--- config.mk ---
export PLATFORM = sky130hd
export DESIGN_NAME = gpio_irq_mux
export DESIGN_NICKNAME = d
export VERILOG_FILES = /design/src/rtl/gpio_irq_mux_pkg.sv /design/src/rtl/gpio_in_sync.sv /design/src/rtl/gpio_regfile.sv /design/src/rtl/gpio_irq_route.sv /design/src/rtl/gpio_irq_mux.sv
export SDC_FILE = /design/constraint.sdc
export NUM_CORES = 1
export LEC_CHECK = 0
export BUFFER_PORTS_ARGS = -buffer_cell sky130_fd_sc_hd__buf_2
export CORE_MARGIN = 2
export CORE_UTILIZATION = 51
export DETAILED_ROUTE_END_ITERATION = 10
export PLACE_DENSITY_LB_ADDON = 0.2
export SYNTH_ARGS = -nofsm -noshare
export SYNTH_HDL_FRONTEND = slang
export SYNTH_SLANG_ARGS = --single-unit
--- constraint.sdc ---
create_clock -name clk -period 2.1 [get_ports clk]
set_input_delay 0.42 -clock clk [delete_from_list [all_inputs] [get_ports clk]]
set_output_delay 0.42 -clock clk [all_outputs]
set_load 0.03 [all_outputs]
--- src/rtl/gpio_irq_mux_pkg.sv ---
package gpio_irq_mux_pkg;

    localparam int DATA_W = 32;
    localparam int OFF_W  = 12;

    localparam logic [OFF_W-1:0] OFF_POL  = 12'h290;
    localparam logic [OFF_W-1:0] OFF_FUNC = 12'h294;
    localparam logic [OFF_W-1:0] OFF_OE   = 12'h29C;
    localparam logic [OFF_W-1:0] OFF_OUT  = 12'h2A0;
    localparam logic [OFF_W-1:0] OFF_IN   = 12'h2A4;

    typedef enum logic [2:0] {
        RS_NONE,
        RS_POL,
        RS_FUNC,
        RS_OE,
        RS_OUT,
        RS_IN
    } reg_sel_e;

    typedef struct packed {
        reg_sel_e target;
        logic     wr;
    } reg_access_t;

    function automatic reg_sel_e decode_offset(input logic [OFF_W-1:0] off);
        reg_sel_e r;
        case (off)
            OFF_POL:  r = RS_POL;
            OFF_FUNC: r = RS_FUNC;
            OFF_OE:   r = RS_OE;
            OFF_OUT:  r = RS_OUT;
            OFF_IN:   r = RS_IN;
            default:  r = RS_NONE;
        endcase
        return r;
    endfunction

    // Select bit that puts a pin in interrupt role.
    function automatic int func_bit(input int pin);
        return 2 * pin;
    endfunction

endpackage

--- src/rtl/gpio_in_sync.sv ---
module gpio_in_sync #(
    parameter int WIDTH  = 22,
    parameter int STAGES = 2
) (
    input  logic             clk,
    input  logic             rst,
    input  logic [WIDTH-1:0] async_in,
    output logic [WIDTH-1:0] sync_out
);
    logic [WIDTH-1:0] stage_q [STAGES];

    genvar s;
    generate
        for (s = 0; s < STAGES; s++) begin : g_stage
            if (s == 0) begin : g_first
                always_ff @(posedge clk) begin
                    if (rst) stage_q[0] <= '0;
                    else     stage_q[0] <= async_in;
                end
            end else begin : g_next
                always_ff @(posedge clk) begin
                    if (rst) stage_q[s] <= '0;
                    else     stage_q[s] <= stage_q[s-1];
                end
            end
        end
    endgenerate

    assign sync_out = stage_q[STAGES-1];
endmodule

--- src/rtl/gpio_regfile.sv ---
module gpio_regfile
    import gpio_irq_mux_pkg::*;
#(
    parameter int NUM_PINS = 22,
    parameter int NUM_IRQ  = 6,
    parameter int IRQ_BASE = 8
) (
    input  logic                clk,
    input  logic                rst,
    input  logic [OFF_W-1:0]    reg_addr,
    input  logic [DATA_W-1:0]   reg_wdata,
    input  logic                reg_we,
    output logic [DATA_W-1:0]   reg_rdata,
    input  logic [NUM_PINS-1:0] in_sync,
    output logic [NUM_PINS-1:0] oe_q,
    output logic [NUM_PINS-1:0] out_q,
    output logic [NUM_IRQ-1:0]  pol_q,
    output logic [NUM_IRQ-1:0]  line_en
);
    logic [DATA_W-1:0] func_q;
    reg_access_t       acc;

    always_comb begin
        acc.target = decode_offset(reg_addr);
        acc.wr     = reg_we;
    end

    always_ff @(posedge clk) begin
        if (rst) begin
            pol_q  <= '0;
            func_q <= '0;
            oe_q   <= '0;
            out_q  <= '0;
        end else if (acc.wr) begin
            case (acc.target)
                RS_POL:  pol_q  <= reg_wdata[NUM_IRQ-1:0];
                RS_FUNC: func_q <= reg_wdata;
                RS_OE:   oe_q   <= reg_wdata[NUM_PINS-1:0];
                RS_OUT:  out_q  <= reg_wdata[NUM_PINS-1:0];
                default: ;
            endcase
        end
    end

    always_comb begin
        reg_rdata = '0;
        case (acc.target)
            RS_POL:  reg_rdata[NUM_IRQ-1:0]  = pol_q;
            RS_FUNC: reg_rdata               = func_q;
            RS_OE:   reg_rdata[NUM_PINS-1:0] = oe_q;
            RS_OUT:  reg_rdata[NUM_PINS-1:0] = out_q;
            RS_IN:   reg_rdata[NUM_PINS-1:0] = in_sync;
            default: reg_rdata               = '0;
        endcase
    end

    genvar n;
    generate
        for (n = 0; n < NUM_IRQ; n++) begin : g_en
            localparam int SB = func_bit(IRQ_BASE + n);
            assign line_en[n] = func_q[SB];
        end
    endgenerate
endmodule

--- src/rtl/gpio_irq_route.sv ---
module gpio_irq_route #(
    parameter int NUM_IRQ = 6
) (
    input  logic [NUM_IRQ-1:0] win_level,
    input  logic [NUM_IRQ-1:0] line_en,
    input  logic [NUM_IRQ-1:0] pol_q,
    output logic [NUM_IRQ-1:0] irq_out
);
    genvar n;
    generate
        for (n = 0; n < NUM_IRQ; n++) begin : g_line
            logic active;
            // polarity 1: pass level; polarity 0: invert level
            assign active     = win_level[n] ^ ~pol_q[n];
            assign irq_out[n] = line_en[n] & active;
        end
    endgenerate
endmodule

--- src/rtl/gpio_irq_mux.sv ---
module gpio_irq_mux
    import gpio_irq_mux_pkg::*;
#(
    parameter int NUM_PINS = 22,
    parameter int NUM_IRQ  = 6,
    parameter int IRQ_BASE = 8
) (
    input  logic                clk,
    input  logic                rst,
    input  logic [OFF_W-1:0]    reg_addr,
    input  logic [DATA_W-1:0]   reg_wdata,
    input  logic                reg_we,
    output logic [DATA_W-1:0]   reg_rdata,
    input  logic [NUM_PINS-1:0] pin_in,
    output logic [NUM_PINS-1:0] pin_out,
    output logic [NUM_PINS-1:0] pin_oe,
    output logic [NUM_IRQ-1:0]  irq_out
);
    localparam int SYNC_STAGES = 2;

    logic [NUM_PINS-1:0] in_sync;
    logic [NUM_IRQ-1:0]  line_en;
    logic [NUM_IRQ-1:0]  line_pol;

    gpio_in_sync #(
        .WIDTH  (NUM_PINS),
        .STAGES (SYNC_STAGES)
    ) u_sync (
        .clk      (clk),
        .rst      (rst),
        .async_in (pin_in),
        .sync_out (in_sync)
    );

    gpio_regfile #(
        .NUM_PINS (NUM_PINS),
        .NUM_IRQ  (NUM_IRQ),
        .IRQ_BASE (IRQ_BASE)
    ) u_regs (
        .clk       (clk),
        .rst       (rst),
        .reg_addr  (reg_addr),
        .reg_wdata (reg_wdata),
        .reg_we    (reg_we),
        .reg_rdata (reg_rdata),
        .in_sync   (in_sync),
        .oe_q      (pin_oe),
        .out_q     (pin_out),
        .pol_q     (line_pol),
        .line_en   (line_en)
    );

    gpio_irq_route #(
        .NUM_IRQ (NUM_IRQ)
    ) u_route (
        .win_level (in_sync[IRQ_BASE +: NUM_IRQ]),
        .line_en   (line_en),
        .pol_q     (line_pol),
        .irq_out   (irq_out)
    );
endmodule

# [Word-level counts from Yosys, hierarchy flattened]
# Memory sizes are Yosys's and may differ from the RTL's.
# Index checks and enable logic that the tools add are counted.
# Widths: inputs -> output; s select.
[word_totals] out_inout_bits=82 mem_count=1 mem_bits_rw=44 elab_cells=48 in_bits=69 reg_bits=82
[op_classes] n_mux=9 n_eq_ne=10 bitwise=20 reduce_logical=4
[mem_list] name="u_sync.stage_q" depth=2 word_bits=22 rd=2 rd_clocked_by_memory_dff=0 wr=2 line="gpio_in_sync.sv:10" source="logic [WIDTH-1:0] stage_q [STAGES];"
[ops] op="$pmux 16 s4" count=1
[ops] op="$eq 12x10->1 const B" count=5
[ops] op="$mux 22" count=2
[ops] op="$pmux 6 s5" count=1
[ops] op="$pmux 3 s5" count=1
[ops] op="$mux 10" count=1
[ops] op="$reduce_and 2->1" count=4
[ops] op="$and 1x1->1" count=6
[ops] op="$eq 3x2->1 const B" count=2
[ops] op="$eq 3x3->1 const B" count=2
[ops] op="$not 1->1" count=6
[ops] op="$xor 1x1->1" count=6
[ops] op="$eq 3x1->1 const B" count=1
[ops] op="$mux 1" count=3
[ops] op="$or 1x1->1" count=2

# [Logic depth before layout (Yosys ltp)]
# Gate-level depths: netlist (run 1).
[depth] word_depth=4 mapped_depth=7 mapped_depth_nobuf=4

# [Hierarchy]
# A second synthesis (run 1) with hierarchy kept.
[hier_totals] hier_cells=517 hier_area_um2=5422.7
[modules_own_cells] mod="gpio_regfile" area_each_um2=4156.5 cells_each=413 instances=1 seq_area_each_um2=1641.6
[modules_own_cells] mod="gpio_in_sync" area_each_um2=1176.1 cells_each=92 instances=1 seq_area_each_um2=880.8
[modules_own_cells] mod="gpio_irq_route" area_each_um2=90.1 cells_each=12 instances=1 seq_area_each_um2=0.0

# [Worst setup path before layout (run 1)]
# No wires, ideal clock.
[synth_timing] kind="input to output" from="in reg_addr[3]" to="out reg_rdata[10]" setup_slack_ns=-0.348 required_time_ns=1.680 cell_stages=5 path_buffers=1 t_arrival_ns=2.028 cell_sequence="and4bb_2 -> and2_0 -> clkbuf_1 -> a22oi_1 -> o21ai_0"
[synth_between] elab_chain_cells=4 word_cells_on_any_way=11 classes_between="eq/ne: 9; mux: 2"
[synth_rtl] element="from (decl)" line="gpio_irq_mux.sv:10" source="input logic [OFF_W-1:0] reg_addr,"
[synth_rtl] element="$eq 12x10->1" line="gpio_irq_mux_pkg.sv:28" source="case (off)"
[synth_rtl] element="$pmux 3 s5 *" line="gpio_irq_mux_pkg.sv:28"
[synth_rtl] element="$eq 3x3->1 / $eq 3x2->1 (equally long branches)" line="gpio_regfile.sv:47" source="case (acc.target)"
[synth_rtl] element="$pmux 16 s4 *" line="gpio_regfile.sv:47"
[synth_rtl] element="to (decl)" line="gpio_irq_mux.sv:13" source="output logic [DATA_W-1:0] reg_rdata,"
# Every way passes the cells marked *; elsewhere a longest branch is shown, timed or not.

# [Worst setup path in the final report (run 1)]
[layout_timing] from="in reg_addr[11]" to="out reg_rdata[0]"
[layout_between] elab_chain_cells=4 word_cells_on_any_way=12 classes_between="eq/ne: 10; mux: 2"
[layout_rtl] element="$eq 12x10->1" line="gpio_irq_mux_pkg.sv:28"
[layout_rtl] element="$pmux 3 s5 *" line="gpio_irq_mux_pkg.sv:28"
[layout_rtl] element="$eq 3x3->1 (tied with other cells)" line="gpio_regfile.sv:47"
[layout_rtl] element="$pmux 6 s5 *" line="gpio_regfile.sv:47"
# Marks and branches as above.

==> results of run 1 <==
## cells in the final DEF (no fill, tap or decap), types with 16 or more instances in the layout
master	instances
mux2i_1	38
buf_6	18
buf_2	121
nor2_1	40
clkbuf_16	16
nor2b_1	46
nand2_1	89
a22oi_1	33
buf_4	35
dfxtp_1	126
a21oi_1	44
## routing by layer
layer  vias to the layer above  routed length [um]  share of wire  global-route usage
met5                         -                   0              0                   0
met2                       182                6615           0.48              0.4266
met3                         8                1002          0.073             0.05746
met4                         0                 122         0.0089              0.1036
li1                       2148                   -              -                   -
met1                      2073                5983           0.44              0.3616
## cells in the mapped netlist, types with 2 or more instances
library cell  count  area [um2]
o21ai_0          20       100.1
nand2_1          89       334.1
nand4_1           2       12.51
buf_2             6       30.03
buf_4             8       60.06
o21ai_1           2       10.01
mux2i_1          38       380.4
nor2_1           40       150.1
clkbuf_1         24       90.09
nor2b_1          46       287.8
xnor2_1           6       52.55
and4_1            5       43.79
a22oi_1          44       330.3
and2_1           17       106.4
and2_0            2       12.51
a22o_1            6       52.55
dfxtp_1         126        2522
a21oi_1          44       220.2
nand4_2           2       25.02
## cell families after synthesis
| kind of cell | after synthesis |
|---|---|
| buf+inv | 39 |
| simple gates | 208 |
| mux | 38 |
| xor+xnor | 6 |
| flops | 126 |
| compound gates | 116 |
## cell type report
cell class / count / area (um2)
multi-input combinational: 368 / 2333
sequential: 126 / 2522
fill: 703 / 2436
clock inverter: 13 / 177.7
timing repair buffer: 184 / 1211
clock buffer: 19 / 441.7
tap: 129 / 161.4
## worst paths after layout
kind                                           end  slack [ns]
setup / recovery                      reg_rdata[0]       -0.03
hold / removal    u_sync.stage_q[0][14]$_SDFF_PP0_        0.12
setup reg to reg      u_regs.out_q[9]$_SDFFE_PP0P_        1.38
hold reg to reg    u_sync.stage_q[1][8]$_SDFF_PP0_        0.44
## worst max-delay path, delay by kind of cell
kind / cells / cell delay (ns)
AOI/OAI and AO/OA: 2 / 0.16
buffers and inverters: 4 / 0.61
and+or+nand+nor: 2 / 0.52
## power by group through the flow
stage | sequential (mW) | clock (mW) | combinational (mW)
floorplan | 2.49 | 0 | 0.0840
global placement | 2.49 | 0 | 0.198
detailed placement | 2.50 | 0 | 0.201
CTS | 2.44 | 3.04 | 0.212
global route | 2.45 | 3.16 | 0.232
finish | 2.44 | 3.01 | 0.215
## metrics by stage
stage               TNS (ns)  instances  utilization
finish               -0.3369        839       0.7376
global route          -1.549        839       0.7376
CTS                  -0.3887        838       0.7332
detailed placement    -3.166        804       0.6423
global placement      -1.893        804       0.6423
floorplan             -1.033        533            -
## repair_timing
action                     CTS  global route
setup endpoints to repair   22            32
pin swaps                    6             4
gates resized for setup     60             9
buffers inserted             1             1
hold endpoints to repair     0             0
gates cloned                 1             0
## flip-flops by register name, summed over array words and instances (netlist names)
name,flops
u_regs.oe_q,22
u_regs.out_q,22
u_regs.pol_q,6
u_sync.stage_q,44
u_regs.func_q,32
==> flow_summary.yaml, run 1 <==
yosys:
  yosysSeqAreaShare: 0.5155
  synth_compound_area_frac: 0.1457
  syn-num-nets: 602
  synth_top_family_by_area: "simple AND/OR/NAND/NOR gates"
  synth_fa_ha_area_frac: 0
  async_reset_ff_frac: 0
  syn_area_mm2: 0.004893
  synth_simple_gate_area_frac: 0.2125
  synth-xor-area-share: 0.01074
  synth-seq-cells: 126
  ys_types: 25
  syn_avg_cell_area_um2: 9.181
  synthMuxAreaShare: 0.07773
  syn_inst: 533
  synth_ff_type: "dfxtp_1"
  synth_edf_count: 0
  yosys_warnings: 0
floorplan:
  rows: 35
  start_util: 0.5271
  dieArea_mm2: 0.01039
  core_mm2: 0.009284
  die_w_um: 102.0
  ios: 151
  die_h_um: 102.0
power_and_ir_drop:
  p_switching_mw: 1.232
  power_mw: 5.666
  power_frac_seq: 0.431
  powerDensity_mw_per_mm2: 827.3
  comb_power_share: 0.038
  p_leak_nw: 3.099
  switching_share: 0.2175
  ir_drop_mv: 0.5643
  p_int_mw: 4.433
  pwr-share-clk: 0.531
sta:
  fin_crit_ns: 2.130
  slew_headroom: 0.6986
  final-max-slew-violation-count: 0
  rsz0062_at_grt: "true"
  min_period_over_period: 1.014
  whs_ns: 0.1211
  worst_slack_ns: -0.03035
  clock_skew_ns: 0.008576
  setup_viol: 22
  hold_viol: 0
  max_freq_mhz: 469.4
  max_slew.worst_pin.slew_ns: 0.4501
placement:
  dp_hpwl_um: 9387
  globalplace.congestion: 0.8236
  place_area_mm2: 0.005963
  port_buffers: 150
  place_ws_ns: -0.1606
clock_tree:
  htree_levels: 4
  cts_buffers: 17
  cts_sinks: 126
  clock_latency_ns: 0.50
  cts_buffer_depth: 2
  cts_hold_buf: 0
  cts_tree: "yes"
  cts.clk_slew.worst_paths_ns: 0.06
  cts-root-buf: "clkbuf_8"
setup_path:
  worstPathCellList: "buf_6, nor4b_4, buf_4, and4_4, buf_8, a22oi_2, o21ai_1, buf_4"
  arrival_ns: 1.71
  r2r_start: "u_regs.out_q[9]$_SDFFE_PP0P_"
  cp_max_fo: 6
  critPathKind: "primary input to output port"
  r2r_cells: 2
  start_kind: "primary input"
  crit_start: "reg_addr[11]"
  critical_path.most_common_cell: "buf_4"
  endpoint_kind: "output port"
  slowest_delay_ns: 0.27
  required_ns: 1.68
  cp_slowest_cell: "and4_4"
worst_hold_path:
  hold_path.class: "primary input to flip-flop"
  holdPathStages: 2
  hp-start: "pin_in[14]"
status:
  violations: "negative setup slack"
  outcome: "finished with violations"
routing:
  drc: 0
  via_count: 4411
  drtIter0Drc: 255
  post_drt_wl_per_cell_um: 16.36
  ant_nets: 0
  wl_um: 13720
  vias_per_cell: 5.257
  dr.pass1.iters: 4
grt:
  grt_max_degree: 51
  grt_antenna_before_repair: 0
  grt_pass1_vias: 4301
  track_usage: 0.2688
  overflow: 0
  grt_pass1_wl_um: 21530
flow_run:
  drv_cap: 0
layout:
  final_nets: 766
  final_cell_area_mm2: 0.006848
  drive_gt1_frac: 0.3634
  antenna_cells: 0
  syn_to_final_growth_pct: 39.94
Note: power is estimated with default switching activity, not from simulation.
==> run 2: changes to the inputs <==
SKIP_CTS_REPAIR_TIMING = 1   (was unset)
==> flow_summary.yaml, run 2 (synthesis results as in run 1) <==
grt:
  grt_pass1_vias: 4195
  grt_pass1_wl_um: 20910
  grt_max_degree: 51
  track_usage: 0.2608
  overflow: 0
  grt_antenna_before_repair: 0
layout:
  fill_cells: 711
  final_cell_area_mm2: 0.006859
  regArea_mm2: 0.002522
  final_common_cell: "dfxtp_1"
  antenna_cells: 0
  final_cell_mix: "dfxtp_1 (126), buf_2 (121), nand2_1 (89)"
  final_nets: 765
  utilization: 0.7388
  multi_input_area_mm2: 0.002338
  stdcell_count: 838
  largest_reg_flops: 44
  largestRegisters: "u_sync.stage_q x44, u_regs.func_q x32"
  top_register: "u_sync.stage_q"
  drive_gt1_frac: 0.3653
  syn_to_final_growth_pct: 40.17
clock_tree:
  cts_sinks: 126
  cts-root-buf: "clkbuf_8"
  htree_levels: 4
  cts.clk_slew.worst_paths_ns: 0.06
  cts_buffer_depth: 2
  clock_latency_ns: 0.50
  cts_tree: "yes"
  cts_buffers: 17
routing:
  dr.pass1.iters: 5
  wl_um: 13850
  drc: 0
  ant_nets: 0
  post_drt_wl_per_cell_um: 16.53
  vias_per_cell: 5.310
  via_count: 4450
  drtIter0Drc: 318
floorplan:
  die_h_um: 102.0
  core_mm2: 0.009284
  dieArea_mm2: 0.01039
  start_util: 0.5271
  rows: 35
  die_w_um: 102.0
  ios: 151
setup_path:
  arrival_ns: 1.75
  cp_max_fo: 12
  critPathKind: "primary input to output port"
  required_ns: 1.68
  start_kind: "primary input"
  endpoint_kind: "output port"
flow_run:
  drv_cap: 0
power_and_ir_drop:
  powerDensity_mw_per_mm2: 826.2
  power_mw: 5.667
  p_leak_nw: 3.100
  ir_drop_mv: 0.5616
sta:
  setup_viol: 22
  max_freq_mhz: 460.5
  min_period_over_period: 1.034
  final-max-slew-violation-count: 0
  fin_crit_ns: 2.171
  whs_ns: 0.1145
  rsz0062_at_grt: "true"
  tns_ns: -0.6513
  worst_slack_ns: -0.07147
  clock_skew_ns: 0.008301
  max_slew.worst_pin.slew_ns: 0.4422
  hold_viol: 0
  slew_headroom: 0.7039
worst_hold_path:
  hold_path.class: "primary input to flip-flop"
placement:
  place_ws_ns: -0.1606
  globalplace.congestion: 0.8236
  port_buffers: 150
  place_area_mm2: 0.005963
  dp_cells: 804
  dp_hpwl_um: 9387
status:
  outcome: "finished with violations"
  violations: "negative setup slack"
run 2: cell types whose count changed in the layout (fill, tap and decap cells not counted), sizes merged:
| cell | delta |
|---|---|
| clkbuf | +1 |
| buf | -2 |
run 2: report_power, final:
| part | leakage (nW) | switching (mW) | internal [mW] | total (mW) |
|---|---|---|---|---|
| registers | 1.02 | 0.0143 | 2.43 | 2.44 |
| logic | 1.78 | 0.112 | 0.102 | 0.214 |
| clock network | 0.298 | 1.11 | 1.90 | 3.01 |
| total | 3.10 | 1.23 | 4.43 | 5.67 |
run 2: cell type report:
type                       instances  area share
clock inverter                    13     0.02590
sequential                       126      0.3677
tap                              129     0.02353
clock buffer                      19     0.06439
multi-input combinational        368      0.3409
timing repair buffer             183      0.1775
run 2: worst paths after layout:
kind	from	end	slack, ns	cells past startpoint
min	pin_in[15]	u_sync.stage_q[0][15]$_SDFF_PP0_	0.11	2
min reg2reg	u_sync.stage_q[0][8]$_SDFF_PP0_	u_sync.stage_q[1][8]$_SDFF_PP0_	0.44	1
max reg2reg	u_regs.out_q[9]$_SDFFE_PP0P_	u_regs.out_q[9]$_SDFFE_PP0P_	1.37	2
max	reg_addr[10]	reg_rdata[20]	-0.07	8
run 2: per-layer routing:
| layer | global-route usage | routed length, um | up-vias |
|---|---|---|---|
| met4 | 0.09231 | 190 | 0 |
| met2 | 0.4185 | 6565 | 190 |
| met3 | 0.05609 | 892 | 17 |
| met5 | 0 | 0 | - |
| met1 | 0.3501 | 6206 | 2099 |
| li1 | - | - | 2144 |
run 2: worst max-delay path, cell delays in order:
cell and delay [ns]:
buf_6 0.10, nor4b_4 0.27, buf_6 0.16, and4_4 0.27
buf_8 0.16, a22oi_1 0.12, o21ai_2 0.09, buf_6 0.15
==> run 3: changes to the inputs <==
CORE_ASPECT_RATIO = 1.75   (was unset)
SKIP_CTS_REPAIR_TIMING = unset   (was 1)
==> flow_summary.yaml, run 3 (synthesis results as in run 1) <==
grt:
  track_usage: 0.2840
  overflow: 0
  grt_pass1_vias: 4568
  grt_max_degree: 53
  grt_pass1_wl_um: 22880
  grt_antenna_before_repair: 0
floorplan:
  die_h_um: 133.6
  rows: 47
  die_w_um: 78.05
  dieArea_mm2: 0.01043
  start_util: 0.5201
  core_mm2: 0.009409
  ios: 151
power_and_ir_drop:
  p_leak_nw: 3.118
  powerDensity_mw_per_mm2: 819.2
  ir_drop_mv: 0.7245
routing:
  drtIter0Drc: 228
  vias_per_cell: 5.547
  wl_um: 14770
  drc: 0
  dr.pass1.iters: 6
  post_drt_wl_per_cell_um: 17.73
  via_count: 4621
  ant_nets: 0
layout:
  drive_gt1_frac: 0.3769
  antenna_cells: 0
  syn_to_final_growth_pct: 41.57
  final_cell_mix: "dfxtp_1 (126), buf_2 (121), nand2_1 (89)"
  fill_cells: 670
  final_nets: 768
  largestRegisters: "u_sync.stage_q x44, u_regs.func_q x32"
  largest_reg_flops: 44
  stdcell_count: 833
  top_register: "u_sync.stage_q"
  final_common_cell: "dfxtp_1"
clock_tree:
  cts_buffers: 17
  cts_hold_buf: 0
  cts_sinks: 126
  clock_latency_ns: 0.41
  cts-root-buf: "clkbuf_16"
  htree_levels: 4
  cts_tree: "yes"
  cts.clk_slew.worst_paths_ns: 0.05
  cts_buffer_depth: 2
status:
  violations: "negative setup slack"
  outcome: "finished with violations"
sta:
  fin_crit_ns: 2.184
  hold_viol: 0
  max_freq_mhz: 458.0
  whs_ns: 0.2166
  slew_headroom: 0.6616
  setup_viol: 22
  worst_slack_ns: -0.08351
  rsz0062_at_grt: "true"
  clock_skew_ns: 0.003189
  min_period_over_period: 1.040
  max_slew.worst_pin.slew_ns: 0.5054
  final-max-slew-violation-count: 0
  tns_ns: -1.193
setup_path:
  endpoint_kind: "output port"
  arrival_ns: 1.76
  crit_family: "buffers and inverters"
  worstPathCellList: "buf_6, nor4b_4, buf_4, and4_4, buf_6, a22oi_2, o21ai_1, buf_4"
  r2r-end: "u_regs.oe_q[21]$_SDFFE_PP0P_"
  required_ns: 1.68
  r2r_cells: 2
  cp_max_fo: 6
  critPathKind: "primary input to output port"
  r2r_slack_ns: 1.31
  r2r_start: "u_regs.oe_q[21]$_SDFFE_PP0P_"
  path_buf_inv: 4
  slowest_delay_ns: 0.30
  cp_slowest_cell: "and4_4"
  start_kind: "primary input"
  cp_num_cells: 8
placement:
  globalplace.congestion: 0.8265
  dp_hpwl_um: 10010
  place_ws_ns: -0.2504
  port_buffers: 150
  dp_cells: 798
worst_hold_path:
  hold_path.class: "primary input to flip-flop"
  worstHoldEndpoint: "u_sync.stage_q[0][18]$_SDFF_PP0_"
  hp-start: "pin_in[18]"
  holdPathStages: 2
flow_run:
  drv_cap: 0
[run 3: cell types whose count changed in the layout (fill, tap and decap cells not counted), sizes merged]
cell / delta
buf: +5
clkbuf: +5
clkinv: -2
clkinvlp: -1
inv: -5
[run 3: final cells by class]
type,instances,area [um2],share of cell area
flip-flops and latches,126,2522,0.3641
clock buffers,26,509.2,0.07351
repair buffers,186,1246,0.1799
clock inverters,5,102.6,0.01481
well taps,122,152.6,0.02203
multi-input cells,368,2395,0.3457
[run 3: through the flow]
stage / power (mW) / instance area [um2] / util
global route: 5.817 / 6928 / 0.7363
CTS: 5.681 / 6809 / 0.7237
finish: 5.676 / 6928 / 0.7363
floorplan: 2.574 / 4951 / -
detailed placement: 2.697 / 5949 / 0.6323
global placement: 2.694 / 5949 / 0.6323
[run 3: how the worst max path moves through the flow]
| stage | end | start | slack, ns |
|---|---|---|---|
| 2_1_floorplan | reg_rdata[21] | reg_addr[3] | -0.12 |
| 3_3_place_gp | reg_rdata[21] | reg_addr[6] | -0.20 |
| 3_5_place_dp | reg_rdata[14] | reg_addr[6] | -0.25 |
| 4_1_cts | reg_rdata[8] | reg_addr[10] | -0.06 |
| 5_1_grt | reg_rdata[9] | reg_addr[10] | -0.12 |
| 6_report | reg_rdata[2] | reg_addr[10] | -0.08 |
[run 3: where the power goes]
part	switching [mW]	leakage, nW	internal, mW	total (mW)
Sequential	0.0143	1.02	2.43	2.45
Combinational	0.114	1.80	0.105	0.219
Clock	0.993	0.297	2.02	3.01
[run 3: repair_timing]
item                                    in CTS  in global routing
endpoints found under the setup margin      32                 32
gates cloned                                 1                  1
pin swaps                                   10                 14
resized for setup                           65                 21
setup buffers                                2                  0
hold endpoints to repair                     0                  0
[run 3: worst register-to-register path, cell delays in order (launching register included)]
cell and delay (ns):
dfxtp_1 0.41, nand2_1 0.09, a21oi_1 0.20
[run 3: metal layers]
metal	track usage	vias up	share of wire
met5	0	-	0
met2	0.5220	192	0.54
met3	0.07927	37	0.056
li1	-	2156	-
met4	0.1228	0	0.032
met1	0.2958	2236	0.37
